## src/rtl/colassoc_cache.sv

```systemverilog
module colassoc_cache #(
  parameter int ADDR_W = 8,
  parameter int DATA_W = 16,
  parameter int IDX_W  = 3
) (
  input  logic              clk,
  input  logic              rst_n,
  input  logic              req_valid,
  output logic              req_ready,
  input  logic              req_we,
  input  logic [ADDR_W-1:0] req_addr,
  input  logic [DATA_W-1:0] req_wdata,
  output logic              rsp_valid,
  output logic [DATA_W-1:0] rsp_rdata,
  output logic              mem_req,
  output logic              mem_we,
  output logic [ADDR_W-1:0] mem_addr,
  output logic [DATA_W-1:0] mem_wdata,
  input  logic              mem_rvalid,
  input  logic [DATA_W-1:0] mem_rdata
);
  localparam int LINES = 1 << IDX_W;
  localparam int TAG_W = ADDR_W - IDX_W;
  localparam logic [IDX_W-1:0] FLIP = {1'b1, {(IDX_W-1){1'b0}}};

  typedef enum logic [1:0] {S_IDLE, S_PROBE, S_FETCH, S_WAIT} st_t;
  st_t state;

  logic              v_q   [LINES];
  logic              rel_q [LINES];
  logic [TAG_W-1:0]  tag_q [LINES];
  logic [DATA_W-1:0] dat_q [LINES];

  logic              lat_we;
  logic [IDX_W-1:0]  lat_idx;
  logic [TAG_W-1:0]  lat_tag;
  logic [DATA_W-1:0] lat_wdata;

  logic              accept, prim_hit, alt_hit, fill;
  logic [IDX_W-1:0]  cur_idx, alt_idx;
  logic [TAG_W-1:0]  cur_tag;
  logic [DATA_W-1:0] fill_data;

  assign req_ready = (state == S_IDLE);
  assign accept    = req_valid && req_ready;
  assign cur_idx   = req_ready ? req_addr[IDX_W-1:0] : lat_idx;
  assign cur_tag   = req_ready ? req_addr[ADDR_W-1:IDX_W] : lat_tag;
  assign alt_idx   = cur_idx ^ FLIP;
  assign prim_hit  = v_q[cur_idx] && !rel_q[cur_idx] && (tag_q[cur_idx] == cur_tag);
  assign alt_hit   = v_q[alt_idx] && rel_q[alt_idx] && (tag_q[alt_idx] == cur_tag);

  assign fill      = (state == S_PROBE && !alt_hit && lat_we) || (state == S_WAIT && mem_rvalid);
  assign fill_data = (state == S_WAIT) ? mem_rdata : lat_wdata;

  assign mem_req   = (accept && req_we) || (state == S_FETCH);
  assign mem_we    = req_ready;
  assign mem_addr  = req_ready ? req_addr : {lat_tag, lat_idx};
  assign mem_wdata = req_wdata;

  always_ff @(posedge clk) begin
    if (!rst_n) begin
      state     <= S_IDLE;
      rsp_valid <= 1'b0;
      rsp_rdata <= '0;
      lat_we    <= 1'b0;
      lat_idx   <= '0;
      lat_tag   <= '0;
      lat_wdata <= '0;
      for (int i = 0; i < LINES; i++) begin
        v_q[i]   <= 1'b0;
        rel_q[i] <= 1'b0;
        tag_q[i] <= '0;
        dat_q[i] <= '0;
      end
    end else begin
      rsp_valid <= 1'b0;
      case (state)
        S_IDLE: if (accept) begin
          lat_we    <= req_we;
          lat_idx   <= cur_idx;
          lat_tag   <= cur_tag;
          lat_wdata <= req_wdata;
          if (prim_hit) begin
            rsp_valid <= 1'b1;
            rsp_rdata <= req_we ? req_wdata : dat_q[cur_idx];
            if (req_we) dat_q[cur_idx] <= req_wdata;
          end else begin
            state <= S_PROBE;
          end
        end
        S_PROBE: begin
          if (alt_hit) begin
            v_q[lat_idx]   <= 1'b1;
            rel_q[lat_idx] <= 1'b0;
            tag_q[lat_idx] <= lat_tag;
            dat_q[lat_idx] <= lat_we ? lat_wdata : dat_q[alt_idx];
            v_q[alt_idx]   <= v_q[lat_idx];
            rel_q[alt_idx] <= !rel_q[lat_idx];
            tag_q[alt_idx] <= tag_q[lat_idx];
            dat_q[alt_idx] <= dat_q[lat_idx];
            rsp_valid      <= 1'b1;
            rsp_rdata      <= lat_we ? lat_wdata : dat_q[alt_idx];
            state          <= S_IDLE;
          end else if (lat_we) begin
            state <= S_IDLE;
          end else begin
            state <= S_FETCH;
          end
        end
        S_FETCH: state <= S_WAIT;
        S_WAIT:  if (mem_rvalid) state <= S_IDLE;
        default: state <= S_IDLE;
      endcase
      if (fill) begin
        if (v_q[lat_idx]) begin
          v_q[alt_idx]   <= 1'b1;
          rel_q[alt_idx] <= !rel_q[lat_idx];
          tag_q[alt_idx] <= tag_q[lat_idx];
          dat_q[alt_idx] <= dat_q[lat_idx];
        end
        v_q[lat_idx]   <= 1'b1;
        rel_q[lat_idx] <= 1'b0;
        tag_q[lat_idx] <= lat_tag;
        dat_q[lat_idx] <= fill_data;
        rsp_valid      <= 1'b1;
        rsp_rdata      <= fill_data;
      end
    end
  end

  p_home_one_cycle_r2: assert property (@(posedge clk) disable iff (!rst_n)
    accept && prim_hit |=> rsp_valid);
  p_second_probe_stall_r7: assert property (@(posedge clk) disable iff (!rst_n)
    accept && !prim_hit |=> !rsp_valid && !req_ready);
  p_swap_home_r4: assert property (@(posedge clk) disable iff (!rst_n)
    state == S_PROBE && alt_hit |=> v_q[lat_idx] && !rel_q[lat_idx] && tag_q[lat_idx] == lat_tag);
  p_fetch_once_r7: assert property (@(posedge clk) disable iff (!rst_n)
    state == S_FETCH |=> !mem_req);
  p_fill_return_r5: assert property (@(posedge clk) disable iff (!rst_n)
    state == S_WAIT && mem_rvalid |=> rsp_valid && rsp_rdata == $past(mem_rdata));
endmodule

```

## config.mk

```make
export PLATFORM = sky130hd
export DESIGN_NAME = colassoc_cache
export DESIGN_NICKNAME = d
export VERILOG_FILES = /design/src/rtl/colassoc_cache.sv
export SDC_FILE = /design/constraint.sdc
export NUM_CORES = 1
export LEC_CHECK = 0
export ABC_CLOCK_PERIOD_IN_PS = 3500
export BUFFER_PORTS_ARGS = -buffer_cell sky130_fd_sc_hd__buf_2
export CAP_MARGIN = 15
export CORE_ASPECT_RATIO = 1.2
export CORE_UTILIZATION = 40
export CTS_BUF_LIST = sky130_fd_sc_hd__clkbuf_4
export DETAILED_ROUTE_END_ITERATION = 10
export PLACE_DENSITY = 0.57
export SLEW_MARGIN = 20
export SYNTH_ARGS = -nofsm -noshare
export SYNTH_HDL_FRONTEND = slang
export SYNTH_SLANG_ARGS = --single-unit
```

## constraint.sdc

```tcl
create_clock -name clk -period 3.5 [get_ports clk]
set_clock_uncertainty 0.1 [all_clocks]
set_input_delay 0.525 -clock clk [delete_from_list [all_inputs] [get_ports clk]]
set_output_delay 0.525 -clock clk [all_outputs]
set_load 0.01 [all_outputs]
```

==> results.md, run 1 <==
- Run status: complete, but fails checks
- Violated checks: negative setup slack
- Initial DRT Pass Iterations: 6
- R2R depth: 16
- Clk_lat worst skew: 760 ps
- Detailed Route Iter0 Violations: 1,819
- Number of global-route vias before repair: 13,700
- Final Hold Violating Endpoints: 0
- CTS buffer count: 66
- WP depth: 16
- Cell Int Power: 5.50 mW
- LEAKAGE: 7.25 nW
- Worst R2R Setup Slack: -2 ps
- Post-Syn Area: 0.0147 sq mm
- F_max: 0.286 GHz
- Register area share after synthesis: 42.8%
- Most Frequent Cell on Critical Path: buf_4
- Die H: 212 microns
- Synth Area per Inst: 10.4 sq um
- Worst Path Required: 3880 ps
- Switching pwr: 2.84 mW
- Final Cycle Share: 100%
- Synth unique cells: 65
- Remaining antenna violation count: 0
- Primary FF master, synth: edfxtp_1
- Startpoint types: register
- Final #Nets: 1,722
- Critical path's slowest cell: o21ai_4
- Largest family of logic cells by synthesized area: compound AO/OA/AOI/OAI gates
- Setup violators final: 3
- Post-synth ARST share: 0%
- Worst slew pin tran: 950 ps
- Synth Register Bits: 231
- WL final: 57,200 microns
- Placed inst area: 0.0175 sq mm
- Sequential share of power: 37.7%
- Clock transition at the registers of the reported paths: 60 ps
- Initial antenna violation count: 1
- Crit path capture type: register
- Area of the die: 0.0376 sq mm
- RSZ-0062 raised after global routing: true
- DR WL/cell: 26.1 microns
- IR Drop Worst-Case VDD: 0.194 mV
- Placed cell count: 2,038
- Top delay family on crit path: buffers and inverters
- Worst min-delay path startpoint: mem_rdata[5]
- Vias: 14,400
- Syn nets: 1,464
- IO Count: 89
- Synth top area share: 34.2%
- Largest net degree at the start of global routing: 43
- Buf+Inv Stages, Crit Path: 7
- Root buf cell: clkbuf_4
- H-tree depth: 3
- Number of synthesized flops with an enable pin: 168
- First-pass GRT wire length: 84,000 microns
- Largest stage delay on the critical path: 380 ps
- Synth warn: 0
- Final Util: 54.4%
- # Max-Cap Violations: 0
- Most frequent cells in the layout: nand2_1, edfxtp_1, buf_4
- Switching share of power: 34.1%
- Setup CP Type: reg2reg
- GRT Overall Usage: 29.9%
- Kind of path behind the tightest hold check: in2reg
- Gate power share: 31.4%
- Total core area: 0.0361 sq mm
- Gr ovfl total: 0
- Layout cells sized above 1: 41.7%
- Synthesis-to-layout area growth: 33.4%
- Commonest non-fill, non-tap cell in the layout: nand2_1
- Reg-to-Reg End: dat_q[1][0]
- XOR/XNOR Fraction of Synth Area: 0.297%
- Post-DP HPWL: 38,200 microns
- Worst Path Arrival: 3880 ps
- Clock power share: 30.9%
- Worst hold path depth: 4
- Simple-gate share of the synthesized area: 14.5%
- Period minus WS final: 3500 ps
- Rel. slew slack: 34.9%
- Final Cell Area: 0.0197 sq mm
- Finished Layout Cells: 2,195
- Cell Chain, Critical Path: buf_4, nor3b_4, buf_12, buf_4, o21ai_0, and3_1, a311oi_2, buf_4, o21ai_1, nand4_4, nor4_4, buf_4, buf_12, o21ai_4, nand3_4, buf_12
- Drt drc: 0
- Vias/cell: 6.56
- Power density over the cells: 424 mW/mm^2
- Fin worst setup slack: -2.23 ps
- Compound-Gate Fraction of Synth Area: 22.9%
- Mux cell area share after synthesis: 14.0%
- Initial Utilization: 40.8%
- Adder-Cell Fraction of Synth Area: 0%
- GPL Wtd Cong: 0.926
- Die Wd: 177 microns
- Yosys top cell by area: edfxtp_1
- CTS tree: built
- Final Max Tran Viols: 0
- Clk sink count: 231
- Worst Hold Path EP: rsp_rdata[5]
- IO buf count: 88
- CP max FO: 9
- # rows: 76
- Area contributors post-synth: edfxtp_1, dfxtp_1, mux4_2
- Cells after synthesis: 1,419
- Longest Clk Path Bufs: 3
- Setup tns final: -6.00 ps
[power by group through the flow]
stage               clock network, mW  logic [mW]  registers [mW]
floorplan                           0        1.44            3.14
global route                     2.77        2.76            3.16
detailed placement                  0        2.32            3.20
finish                           2.57        2.62            3.15
global placement                    0        2.32            3.20
CTS                              2.63        2.42            3.14
[metal layers]
metal / GRT usage (%) / vias up / share of wire [%]
met2: 47.4 / 903 / 46
met5: 0 / - / 0
met3: 6.33 / 177 / 9.5
li1: - / 6248 / -
met4: 12.2 / 0 / 3.9
met1: 39.6 / 7068 / 40
[cells by family (layout without fill, tap and decap cells)]
kind of cell / Yosys count / count (layout)
and+or+nand+nor: 439 / 439
AOI/OAI and AO/OA: 429 / 429
DFF: 231 / 231
buffers and inverters: 178 / 485
muxes: 137 / 137
xor gates and xnor gates: 5 / 5
other: 0 / 1
[flip-flops by register name (all words and copies together), names as in the netlist, 3 cells and up, named ones only]
register and cells:
dat_q 128, tag_q 40, lat_wdata 16, rsp_rdata 16
rel_q 8, v_q 8, lat_tag 5, lat_idx 3
[stage by stage]
| stage | power, mW | hold slack (ps) | setup slack, ps |
|---|---|---|---|
| after global placement | 5.51 | 356 | -189 |
| after CTS | 8.19 | 8.15 | 6.86 |
| after floorplan | 4.58 | 346 | 25.3 |
| after global routing | 8.68 | 55.3 | -118 |
| final | 8.34 | 86.0 | -2.23 |
| after detailed placement | 5.52 | 363 | -185 |
[how the worst max path moves through the flow]
| stage | startpoint | to | slack (ps) |
|---|---|---|---|
| global placement | req_addr[1] | dat_q[6][2] | -190 |
| floorplan | register | dat_q[5][0] | 30 |
| CTS | register | dat_q[6][2] | 7 |
| detailed placement | req_addr[1] | dat_q[6][2] | -190 |
| finish | register | dat_q[1][0] | -2 |
| global route | register | dat_q[1][15] | -120 |
[area by class of cell]
class | instances | area, sq um
Antenna cell | 1 | 2.50
Clock buffer | 95 | 713
Clock inverter | 22 | 124
Fill cell | 3173 | 16500
Inverter | 10 | 42.5
Multi-Input combinational cell | 1010 | 8420
Sequential cell | 231 | 6310
Tap cell | 468 | 586
Timing Repair Buffer | 358 | 3460
[repair_timing]
item,4_1_cts,5_1_grt
resized for setup,16,147
pin swaps,0,7
endpoints found under the hold margin,19,0
buffers inserted,4,10
hold buffers,20,0
endpoints found under the setup margin,229,365
cloned,1,4
[synth_stat cells, types with 16 or more instances]
cell type  number
mux2i_1        29
edfxtp_1      168
o21ai_0        66
nand2_1       186
a21oi_1        38
and3_1         47
a32o_1         25
clkbuf_1       87
a31o_2         28
mux2_2         59
mux4_2         47
buf_4          21
nand3_1        76
a31oi_1        17
o32ai_1       109
nor2_1         35
nand4_1        39
dfxtp_1        63
o22ai_1        16
a211oi_1       40
buf_2          41
[tightest hold or removal path: stages]
cell and delay, ps:
buf_2 80, mux2_2 150, nand2_1 50, a31oi_1 110
Note: power is estimated with default switching activity, not from simulation.
==> run 2: changes to the inputs <==
--- a/config.mk
+++ b/config.mk
@@ -12,7 +12,7 @@
 export CORE_UTILIZATION = 40
 export CTS_BUF_LIST = sky130_fd_sc_hd__clkbuf_4
 export DETAILED_ROUTE_END_ITERATION = 10
-export PLACE_DENSITY = 0.57
+export PLACE_DENSITY_LB_ADDON = 0.25
 export SLEW_MARGIN = 20
 export SYNTH_ARGS = -nofsm -noshare
 export SYNTH_HDL_FRONTEND = slang
==> run 2 against run 1 <==
Net effect: the run still ends with negative setup slack left; final area down 0.18%; clock power down 4%; largest cell class unchanged; power down 0.97%; sequential power about the same.
==> results.md, run 2 (synthesis gave the netlist of run 1 again) <==
- Run status: complete, but fails checks (unchanged)
- Violated checks: negative setup slack (unchanged)
- RSZ-0062 raised after global routing: true (unchanged)
- CTS buffer count: 61 (was 66)
- Setup tns final: -803 ps (was -6.00 ps)
- WL final: 55,700 microns (was 57,200 microns)
- Top reg by flops: dat_q (unchanged)
- Number of global-route vias before repair: 13,400 (was 13,700)
- Initial antenna violation count: 1 (unchanged)
- Worst min-delay path startpoint: mem_rdata[3] (was mem_rdata[5])
- GRT Overall Usage: 28.4% (was 29.9%)
- Final Cycle Share: 103% (was 100%)
- Power density over the cells: 421 mW/mm^2 (was 424 mW/mm^2)
- Vias/cell: 6.51 (was 6.56)
- Clk sink count: 231 (unchanged)
- Reg-to-Reg End: dat_q[5][2] (was dat_q[1][0])
- Layout cells sized above 1: 41.7% (about the same)
- Most frequent cells in the layout: nand2_1, edfxtp_1, buf_4 (unchanged)
- Die H: 212 microns (unchanged)
- Final Util: 54.3% (was 54.4%)
- Kind of path behind the tightest hold check: in2reg (unchanged)
- Post-DP HPWL: 37,200 microns (was 38,200 microns)
- Root buf cell: clkbuf_4 (unchanged)
- Gr ovfl total: 0 (unchanged)
- Final Hold Violating Endpoints: 0 (unchanged)
- Period minus WS final: 3590 ps (was 3500 ps)
- Drt drc: 0 (unchanged)
- Worst slew pin tran: 1030 ps (was 950 ps)
- CTS tree: built (unchanged)
- Crit path capture type: register (unchanged)
- Worst hold path depth: 4 (unchanged)
- Final #Nets: 1,718 (was 1,722)
- LEAKAGE: 7.19 nW (was 7.25 nW)
- Clock transition at the registers of the reported paths: 70 ps (was 60 ps)
- F_max: 0.278 GHz (was 0.286 GHz)
- Initial DRT Pass Iterations: 8 (was 6)
- Largest net degree at the start of global routing: 50 (was 43)
- Area of the die: 0.0376 sq mm (unchanged)
- IO buf count: 88 (unchanged)
- IO Count: 89 (unchanged)
- Initial Utilization: 40.8% (unchanged)
- Pwr Total: 8.26 mW (was 8.34 mW)
- Setup violators final: 26 (was 3)
- Regs by FF count: dat_q (128), tag_q (40) (unchanged)
- Die Wd: 177 microns (unchanged)
- Total core area: 0.0361 sq mm (unchanged)
- # rows: 76 (unchanged)
- First-pass GRT wire length: 80,700 microns (was 84,000 microns)
- Top delay family on crit path: buffers and inverters (unchanged)
- H-tree depth: 2 (was 3)
- Longest Clk Path Bufs: 3 (unchanged)
- Commonest non-fill, non-tap cell in the layout: nand2_1 (unchanged)
- Max reg flops: 128 (unchanged)
- Synthesis-to-layout area growth: 33.2% (was 33.4%)
- Critical path's slowest cell: mux4_2 (was o21ai_4)
- Startpoint types: register (unchanged)
- DR WL/cell: 25.4 microns (was 26.1 microns)
- Worst Path Arrival: 3990 ps (was 3880 ps)
- Rel. slew slack: 29.5% (was 34.9%)
- Clk_lat worst skew: 810 ps (was 760 ps)
- Remaining antenna violation count: 0 (unchanged)
- CP max FO: 9 (unchanged)
- Fin worst setup slack: -92.9 ps (was -2.23 ps)
- # Max-Cap Violations: 0 (unchanged)
- Largest stage delay on the critical path: 520 ps (was 380 ps)
- Setup CP Type: reg2reg (unchanged)
- R2R depth: 16 (unchanged)
- Vias: 14,300 (was 14,400)
- Detailed Route Iter0 Violations: 1,814 (was 1,819)
- Final Max Tran Viols: 0 (unchanged)
- Cell Chain, Critical Path: buf_6, nor3b_4, buf_4, buf_12, nor2_4, buf_4, nand3_1, nand2_1, mux4_2, buf_4, nand4_1, o21ai_4, buf_6, o21ai_4, nand3_2, buf_12 (was buf_4, nor3b_4, buf_12, buf_4, o21ai_0, and3_1, a311oi_2, buf_4, o21ai_1, nand4_4, nor4_4, buf_4, buf_12, o21ai_4, nand3_4, buf_12)
- Most Frequent Cell on Critical Path: buf_4 (unchanged)
- GPL Wtd Cong: 0.929 (was 0.926)
- IR Drop Worst-Case VDD: 0.242 mV (was 0.194 mV)
- Buf+Inv Stages, Crit Path: 7 (unchanged)
- Worst R2R Setup Slack: -90 ps (was -2 ps)
- Worst Path Required: 3890 ps (was 3880 ps)
- Worst Hold Path EP: rsp_rdata[3] (was rsp_rdata[5])
==> run 2: cell count changes in the layout (fill, tap and decap cells not counted), sizes merged <==
| cell | previous run | this run |
|---|---|---|
| buf | 333 | 330 |
| dlygate4sd3 | 20 | 19 |
| clkinvlp | 1 | 0 |
| clkbuf | 99 | 92 |
| clkinv | 18 | 31 |
| inv | 12 | 10 |
==> run 2: what timing repair did <==
action                                  4_1_cts  5_1_grt
endpoints found under the setup margin      143      318
buffers inserted                              9       35
resized for setup                            36      158
hold buffers                                 19        0
endpoints found under the hold margin        18        0
pin swaps                                    11       14
gates cloned                                  1        9
==> run 2: cell type report <==
| cell class | instances | area [sq um] |
|---|---|---|
| repair buffers | 359 | 3450 |
| clock inverters | 32 | 171 |
| inverters | 10 | 47.5 |
| multi-input cells | 1010 | 8430 |
| clock buffers | 83 | 623 |
| flip-flops and latches | 231 | 6310 |
| fillers | 3093 | 16500 |
| diodes | 1 | 2.50 |
| well taps | 468 | 586 |
==> run 2: metrics by stage <==
stage          cells  worst slack [ps]  cell area, sq um  hold slack (ps)
4_1_cts         2151             -18.0             18400             3.67
3_5_place_dp    2007              -172             17100              363
5_1_grt         2194              -181             19600             31.6
2_1_floorplan   1419              25.3             14800              346
6_report        2194             -92.9             19600             43.1
3_3_place_gp    2007              -163             17100              357
==> run 2: power breakdown <==
group	internal (mW)	total [mW]	leakage, nW	switching [mW]
combinational	1.15	2.64	4.47	1.49
sequential	3.04	3.15	2.25	0.106
clock	1.20	2.47	0.469	1.27
==> run 2: routing by layer <==
metal / GRT usage [%] / vias to the layer above / part of all wire, %
li1: - / 6238 / -
met1: 38.2 / 6936 / 39
met2: 45.5 / 971 / 48
met3: 4.77 / 142 / 10
met4: 10.5 / 0 / 3.1
met5: 0 / - / 0
==> run 2: tightest hold or removal path: cells and delay by family <==
| family | cells | cell delay (ps) |
|---|---|---|
| buf+inv | 1 | 80 |
| compound gates | 1 | 70 |
| simple gates | 1 | 60 |
| mux | 1 | 160 |
==> run 2: worst max-delay path by stage <==
| stage | slack (ps) | endpoint | cells after the start |
|---|---|---|---|
| floorplan | 30 | dat_q[5][0] | 14 |
| global placement | -160 | dat_q[4][9] | 13 |
| detailed placement | -170 | dat_q[0][0] | 14 |
| CTS | -20 | dat_q[4][2] | 15 |
| global route | -180 | dat_q[5][2] | 16 |
| finish | -90 | dat_q[5][2] | 16 |
